[config.mk]
export PLATFORM = sky130hd
export DESIGN_NAME = rxov_handler
export DESIGN_NICKNAME = d
export VERILOG_FILES = /design/src/rtl/rxov_pkg.sv /design/src/rtl/rxov_ctrl.sv /design/src/rtl/rxov_len_cnt.sv /design/src/rtl/rxov_drop_cnt.sv /design/src/rtl/rxov_handler.sv
export SDC_FILE = /design/constraint.sdc
export NUM_CORES = 1
export LEC_CHECK = 0
export ABC_AREA = 1
export CAP_MARGIN = 20
export CORE_MARGIN = 5
export CORE_UTILIZATION = 54
export CTS_BUF_LIST = sky130_fd_sc_hd__clkbuf_8 sky130_fd_sc_hd__clkbuf_16
export DETAILED_ROUTE_END_ITERATION = 7
export PLACE_DENSITY_LB_ADDON = 0.25
export SYNTH_ARGS = -nofsm -noshare
export SYNTH_HDL_FRONTEND = slang
export SYNTH_SLANG_ARGS = --single-unit
[constraint.sdc]
create_clock -name clk -period 4 [get_ports clk]
set_input_delay 0.4 -clock clk [delete_from_list [all_inputs] [get_ports clk]]
set_output_delay 0.4 -clock clk [all_outputs]
set_load 0.005 [all_outputs]
[src/rtl/rxov_pkg.sv]
package rxov_pkg;

    typedef enum logic [2:0] {
        ST_IDLE,
        ST_RECV,
        ST_STAT,
        ST_DISC,
        ST_PEND
    } rxov_state_e;

    localparam logic KIND_DATA = 1'b0;
    localparam logic KIND_STAT = 1'b1;

    typedef struct packed {
        logic wr_data;
        logic wr_stat;
        logic ov;
        logic len_clr;
        logic len_inc;
        logic drop;
    } rxov_act_t;

    function automatic int max2(input int a, input int b);
        return (a > b) ? a : b;
    endfunction

endpackage

[src/rtl/rxov_ctrl.sv]
module rxov_ctrl
    import rxov_pkg::*;
(
    input  logic      clk,
    input  logic      rst,
    input  logic      in_valid,
    input  logic      in_sof,
    input  logic      in_eof,
    input  logic      fifo_full,
    output rxov_act_t act
);

    rxov_state_e state, nxt;

    always_comb begin
        act = '0;
        nxt = state;
        case (state)
            ST_IDLE: begin
                if (in_valid && in_sof) begin
                    act.len_clr = 1'b1;
                    if (!fifo_full) begin
                        act.wr_data = 1'b1;
                        act.len_inc = 1'b1;
                        nxt = in_eof ? ST_STAT : ST_RECV;
                    end else begin
                        act.drop = 1'b1;
                        nxt = in_eof ? ST_PEND : ST_DISC;
                    end
                end
            end
            ST_RECV: begin
                if (in_valid) begin
                    if (!fifo_full) begin
                        act.wr_data = 1'b1;
                        act.len_inc = 1'b1;
                        if (in_eof) nxt = ST_STAT;
                    end else begin
                        act.drop = 1'b1;
                        nxt = in_eof ? ST_PEND : ST_DISC;
                    end
                end
            end
            ST_STAT: begin
                if (!fifo_full) begin
                    act.wr_stat = 1'b1;
                    nxt = ST_IDLE;
                end else begin
                    nxt = ST_PEND;
                end
            end
            ST_DISC: begin
                if (in_valid && in_eof) nxt = ST_PEND;
            end
            ST_PEND: begin
                if (in_valid && in_sof) act.drop = 1'b1;
                if (!fifo_full) begin
                    act.wr_stat = 1'b1;
                    act.ov      = 1'b1;
                    nxt = ST_IDLE;
                end
            end
            default: nxt = ST_IDLE;
        endcase
    end

    always_ff @(posedge clk) begin
        if (rst) state <= ST_IDLE;
        else     state <= nxt;
    end

endmodule

[src/rtl/rxov_len_cnt.sv]
module rxov_len_cnt #(
    parameter int LEN_W = 12
) (
    input  logic             clk,
    input  logic             rst,
    input  logic             clr,
    input  logic             inc,
    output logic [LEN_W-1:0] len
);

    localparam logic [LEN_W-1:0] LEN_MAX = '1;

    always_ff @(posedge clk) begin
        if (rst)             len <= '0;
        else if (clr)        len <= inc ? LEN_W'(1) : '0;
        else if (inc && len != LEN_MAX) len <= len + LEN_W'(1);
    end

endmodule

[src/rtl/rxov_drop_cnt.sv]
module rxov_drop_cnt #(
    parameter int CNT_W = 8
) (
    input  logic             clk,
    input  logic             rst,
    input  logic             inc,
    output logic [CNT_W-1:0] count
);

    localparam logic [CNT_W-1:0] CNT_MAX = '1;

    always_ff @(posedge clk) begin
        if (rst)                         count <= '0;
        else if (inc && count != CNT_MAX) count <= count + CNT_W'(1);
    end

endmodule

[src/rtl/rxov_handler.sv]
module rxov_handler
    import rxov_pkg::*;
#(
    parameter  int DATA_W = 8,
    parameter  int LEN_W  = 12,
    parameter  int CNT_W  = 8,
    localparam int PAY_W  = max2(DATA_W, LEN_W + 1)
) (
    input  logic              clk,
    input  logic              rst,
    input  logic              in_valid,
    input  logic              in_sof,
    input  logic              in_eof,
    input  logic [DATA_W-1:0] in_data,
    input  logic              fifo_full,
    output logic              fifo_wr,
    output logic [PAY_W:0]    fifo_wdata,
    output logic [CNT_W-1:0]  drop_count
);

    rxov_act_t        act;
    logic [LEN_W-1:0] len;

    rxov_ctrl u_ctrl (
        .clk       (clk),
        .rst       (rst),
        .in_valid  (in_valid),
        .in_sof    (in_sof),
        .in_eof    (in_eof),
        .fifo_full (fifo_full),
        .act       (act)
    );

    rxov_len_cnt #(.LEN_W(LEN_W)) u_len (
        .clk (clk),
        .rst (rst),
        .clr (act.len_clr),
        .inc (act.len_inc),
        .len (len)
    );

    rxov_drop_cnt #(.CNT_W(CNT_W)) u_drop (
        .clk   (clk),
        .rst   (rst),
        .inc   (act.drop),
        .count (drop_count)
    );

    always_comb begin
        fifo_wr    = act.wr_data | act.wr_stat;
        fifo_wdata = '0;
        if (act.wr_stat) begin
            fifo_wdata[PAY_W]       = KIND_STAT;
            fifo_wdata[LEN_W]       = act.ov;
            fifo_wdata[LEN_W-1:0]   = len;
        end else if (act.wr_data) begin
            fifo_wdata[PAY_W]       = KIND_DATA;
            fifo_wdata[DATA_W-1:0]  = in_data;
        end
    end

endmodule

==> metrics.csv, run 1 <==
metric,value,unit
die area,0.00440,sq mm
Num CTS Buffers,3,
# hold bufs at CTS,0,
Layout fillers,284,
Worst setup SP type,input pin,
Pwr Total,0.715,mW
input/output buffers,36,
Max-Cap Viols,0,
total number of vias,1865,
Initial DRT Pass Iterations,4,
area of the multi-input gates,0.00108,sq mm
worst-skew pair later-pin latency,270,ps
vias per cell,5.19,
Final Max Tran Viols,0,
worst endpoint data arrival time,2150,ps
clock root cell,clkbuf_8,
Initial DRC Count,69,
number of inserted diodes,0,
leading register cell type out of synthesis,dfxtp_1,
chip width,66.3,um
Hold Path Cell Cnt,2,
relative slew slack,61.9,%
Mapped Cells,281,
"Warnings, synthesis",0,
worst vdd ir,0.289,mV
combinational family with the most area after synthesis,simple AND/OR/NAND/NOR gates,
status,"finished, final reports clean",
Power Dens Cells,336,mW/mm^2
Final nets,335,
Reg area,460,sq um
setup skew after layout,1.63,ps
Commonest cells post-synth,"nand2_1 (80), nand3_1 (39), nor2_1 (34)",
worst reg2reg endpoint,u_len.len[6]$_SDFFE_PP0P_,
Util after Layout,69.8,%
leakage power,0.892,nW
vias in the first global route,1730,
final worst path period share,63.7,%
routed wire length,4160,um
hold_ws,515,ps
syn_nets,300,
RSZ-0062 raised after global routing,no,
cell taking the most area after synthesis,dfxtp_1,
proportion of synthesized area in mux cells,0,%
Mapped Area,0.00171,sq mm
Setup TNS,0,ps
Mapped Avg Cell Area,6.10,sq um
largest net degree at the start of global routing,16,
Yosys top cell area share,26.9,%
Setup crit end kind,output pin,
CTS H-tree depth,1,
"count leader, synth",nand2_1,
die height,66.3,um
Slew @ Worst Pin,570,ps
"antenna viol nets, final",0,
Routed wire per std cell,11.6,um
Total GRT Usage,20.0,%
hold_sp,u_drop.count[1]$_SDFFE_PP0P_,
"Seq/Total Area, Yosys",26.9,%
CTS sink cnt,23,
final instance area,0.00213,sq mm
Post-synth EDFFs,0,
post-synthesis register bit count,23,
Critical Path RT,3600,ps
Peak Freq,393,MHz
type of the worst setup path,input pin to output pin,
share of layout cells above drive strength 1,7.94,%
hold endpoint,u_drop.count[1]$_SDFFE_PP0P_,
post-CTS sizing,0,
gr ovfl total,0,
initial core utilization,56.1,%
RD Place Congestion,0.925,
TritonCTS clock tree,yes,
initial antenna violation count,0,
Synth Area in Simple Gates,47.7,%
placed cell area,0.00208,sq mm
Worst R2R Setup Slack,2310,ps
setup bufs post-CTS,0,
post-DP HPWL,3200,um
I/O pins,37,
clock transition at the registers of the reported paths,80,ps
clk buf depth,2,
HP Class,flop to flop,
num rows,20,
R2R depth,8,
final hold viol count,0,
Synth-to-Final Area Change,24.2,%
post-route minimum period,2550,ps
Core Box Area,0.00305,sq mm
worst-path maximum fanout,15,
largest cells by area after synthesis,"dfxtp_1 (27%), nand2_1 (18%), nand3_1 (11%)",
synth unique cells,28,
Post-Synth Adder-Cell Area,3.65,%
worst r2r src,u_len.len[0]$_SDFFE_PP0P_,
Synth Area in XOR/XNOR,2.55,%
final setup fails,0,
Post-route DRC,0,
first-pass GRT wire length,6930,um
asr flop ratio synth,0,%
post-synthesis compound-gate area fraction,9.34,%
## worst max-delay path, stage by stage
cell	delay [ps]
clkdlybuf4s50_1	520
nand2_1	150
nor2_1	140
nand2_2	100
nand2_4	170
a22o_1	170
clkdlybuf4s50_1	490
## where the power goes
part           switching (mW)  leakage [nW]  total, mW  internal (mW)
combinational           0.179         0.680      0.291          0.112
clock                  0.0796        0.0255      0.149         0.0697
sequential             0.0272         0.186      0.275          0.248
total                   0.286         0.892      0.715          0.429
## worst max-delay path by stage
stage / from / end / slack, ps / depth (start not counted)
after floorplan: u_ctrl.state[0]$_SDFFE_PP0P_ / fifo_wdata[2] / 2450 / 6
after global placement: in_valid / fifo_wdata[2] / 1480 / 7
after detailed placement: fifo_full / fifo_wdata[2] / 1450 / 6
after CTS: fifo_full / fifo_wdata[2] / 1450 / 6
after global routing: in_valid / fifo_wdata[6] / 1270 / 8
final: in_valid / fifo_wdata[2] / 1450 / 7
## cells by family after synthesis
logic type	Yosys count
buffers and inverters	39
flip-flops	23
AO/OA/AOI/OAI	30
AND/OR/NAND/NOR	179
adder cells (fa/ha/maj)	5
XOR/XNOR	5
## cell usage in the layout (no fill, tap or decap), types with 3 or more instances in the layout
cell / n
a21oi_1: 19
clkbuf_8: 3
clkdlybuf4s50_1: 36
dfxtp_1: 23
ha_1: 5
inv_1: 27
inv_2: 6
nand2_1: 80
nand2_2: 4
nand3_1: 39
nand4_1: 8
nor2_1: 34
nor2_2: 3
o21ai_0: 7
xor2_1: 3
## state kept, by name, indices dropped and copies added (netlist names)
register and count:
u_drop.count 8, u_ctrl.state 3, u_len.len 12
## area by class of cell
class                           instances  share of cell area, %
Multi-Input combinational cell        219                   50.9
Sequential cell                        23                   21.6
Timing Repair Buffer                   36                   16.9
Inverter                               33                   5.82
Tap cell                               44                   2.59
Clock buffer                            3                   1.94
Clock inverter                          1                  0.235
## routing by layer
layer,routed length (um),vias to the layer above,global-route usage [%],part of all wire (%)
li1,-,981,-,-
met1,1900,829,23.3,46
met2,1980,47,36.4,48
met3,212,8,2.89,5.1
met4,61,0,7.36,1.5
met5,0,-,0,0
## metrics by stage
step	worst slack, ps	instances
floorplan	2450	281
global route	1270	359
detailed placement	1450	355
global placement	1480	355
finish	1450	359
CTS	1450	359
Power figures use the tool's default switching activity.
==> run 2: changes to the inputs <==
--- a/config.mk
+++ b/config.mk
@@ -8,7 +8,7 @@
 export ABC_AREA = 1
 export CAP_MARGIN = 20
 export CORE_MARGIN = 5
-export CORE_UTILIZATION = 54
+export CORE_UTILIZATION = 46
 export CTS_BUF_LIST = sky130_fd_sc_hd__clkbuf_8 sky130_fd_sc_hd__clkbuf_16
 export DETAILED_ROUTE_END_ITERATION = 7
 export PLACE_DENSITY_LB_ADDON = 0.25
==> constraint.sdc (replaced) <==
create_clock -name clk -period 2.3 [get_ports clk]
set_input_delay 0.23 -clock clk [delete_from_list [all_inputs] [get_ports clk]]
set_output_delay 0.23 -clock clk [all_outputs]
set_load 0.005 [all_outputs]
==> metrics.csv, run 2 (synthesized netlist as in run 1, its figures left out) <==
metric,value,unit,change
Initial DRC Count,149,,+120%
share of layout cells above drive strength 1,10.0,%,+2.1 points
Initial DRT Pass Iterations,4,,unchanged
HP Class,flop to flop,,
CTS H-tree depth,1,,unchanged
"antenna viol nets, final",0,,unchanged
clk buf depth,2,,unchanged
worst-skew pair later-pin latency,260,ps,about the same
Critical Path RT,2070,ps,-1530 ps
final hold viol count,0,,unchanged
initial antenna violation count,0,,unchanged
clock root cell,clkbuf_8,,
post-route minimum period,2180,ps,
Final nets,339,,+1.2%
Core Box Area,0.00363,sq mm,+19%
I/O pins,37,,unchanged
number of flip-flops in the largest register,12,,unchanged
setup bufs post-CTS,0,,unchanged
status,"finished, final reports clean",,
die area,0.00505,sq mm,+15%
Peak Freq,459,MHz,
input/output buffers,36,,unchanged
setup skew after layout,2.41,ps,+0.780 ps
RSZ-0062 raised after global routing,no,,
die height,71.0,um,+7.1%
Max-Cap Viols,0,,unchanged
relative slew slack,72.7,%,+11 points
worst-path maximum fanout,6,,-9
Slew @ Worst Pin,408,ps,-162 ps
Setup TNS,0,ps,unchanged
Worst R2R Setup Slack,580,ps,-1730 ps
most frequent cells in the layout,"nand2_1 (79), nand3_1 (39), clkdlybuf4s50_1 (36)",,
Layout fillers,357,,+26%
clock transition at the registers of the reported paths,80,ps,about the same
num rows,22,,+10%
first-pass GRT wire length,7160,um,+3.3%
type of the worst setup path,flop to output pin,,
initial core utilization,47.2,%,-9.0 points
Power Dens Cells,583,mW/mm^2,+74%
final setup fails,0,,unchanged
vias in the first global route,1678,,-3.0%
biggest regs,"u_len.len x12, u_drop.count x8, u_ctrl.state x3",,
"most common cell after layout, fill and taps aside",nand2_1,,
Routed wire per std cell,11.3,um,-2.3%
CTS sink cnt,23,,unchanged
Num CTS Buffers,3,,unchanged
Top reg by flops,u_len.len,,
Post-route DRC,0,,unchanged
Util after Layout,60.0,%,-9.7 points
chip width,71.0,um,+7.1%
Total GRT Usage,16.9,%,-3.1 points
Setup crit end kind,output pin,,
post-DP HPWL,3190,um,-0.33%
vias per cell,5.05,,-2.9%
worst endpoint data arrival time,1950,ps,-200 ps
Worst setup SP type,flop,,
Synth-to-Final Area Change,27.2,%,
worst vdd ir,0.416,mV,+44%
number of inserted diodes,0,,unchanged
Final Max Tran Viols,0,,unchanged
gr ovfl total,0,,unchanged
final worst path period share,94.7,%,
total number of vias,1852,,-0.70%
RD Place Congestion,0.945,,+2.2%
routed wire length,4150,um,-0.17%
TritonCTS clock tree,yes,,
largest net degree at the start of global routing,16,,unchanged
leakage power,0.917,nW,+2.8%
==> run 2: cell types whose count changed in the layout (fill, tap and decap cells not counted), sizes merged <==
cell / before / now
buf: 0 / 4
==> run 2: path summary, 6_finish.rpt <==
kind	from	end	cells past startpoint
max	u_ctrl.state[0]$_SDFFE_PP0P_	fifo_wdata[2]	7
min	u_drop.count[4]$_SDFFE_PP0P_	u_drop.count[4]$_SDFFE_PP0P_	2
max reg2reg	u_ctrl.state[0]$_SDFFE_PP0P_	u_len.len[6]$_SDFFE_PP0P_	9
min reg2reg	u_drop.count[4]$_SDFFE_PP0P_	u_drop.count[4]$_SDFFE_PP0P_	2
==> run 2: metrics by stage <==
stage	cell area (sq um)	hold slack (ps)	cells	total power, mW	setup slack [ps]
after floorplan	1710	299	281	0.845	908
after global placement	2120	490	363	1.01	186
after detailed placement	2120	501	363	1.01	149
after CTS	2160	512	367	1.27	64.5
after global routing	2180	547	367	1.37	3.65
final	2180	509	367	1.27	123
==> run 2: area by class of cell <==
cell class	instances	area, sq um	area share (%)
Multi-Input combinational cell	219	1100	50.4
Tap cell	48	60.1	2.75
Sequential cell	23	462	21.2
Inverter	33	124	5.68
Clock inverter	1	5.00	0.229
Clock buffer	3	41.3	1.89
Timing Repair Buffer	40	390	17.9
==> run 2: worst max-delay path: stages, from the launching register on <==
cell             delay, ps
dfxtp_1                490
inv_2                  100
nand2_2                 90
nor2_1                  70
o21ai_4                210
inv_2                  100
a22o_1                 180
clkdlybuf4s50_1        440
==> run 2: repair_timing <==
action / 4_1_cts / 5_1_grt
hold endpoints to repair: 0 / 0
hold buffers: 0 / 0
resized for setup: 0 / 4
endpoints found under the setup margin: 0 / 11
==> run 2: report_power, final <==
part / internal [mW] / switching [mW]
sequential: 0.431 / 0.0541
clock: 0.121 / 0.136
combinational: 0.208 / 0.322
==> run 2: routing by layer <==
metal / vias up / track usage (%) / part of all wire, %
met5: - / 0 / 0
met4: 0 / 3.55 / 0.41
met3: 2 / 2.84 / 5.8
met2: 47 / 29.0 / 47
met1: 819 / 22.1 / 47
li1: 984 / - / -
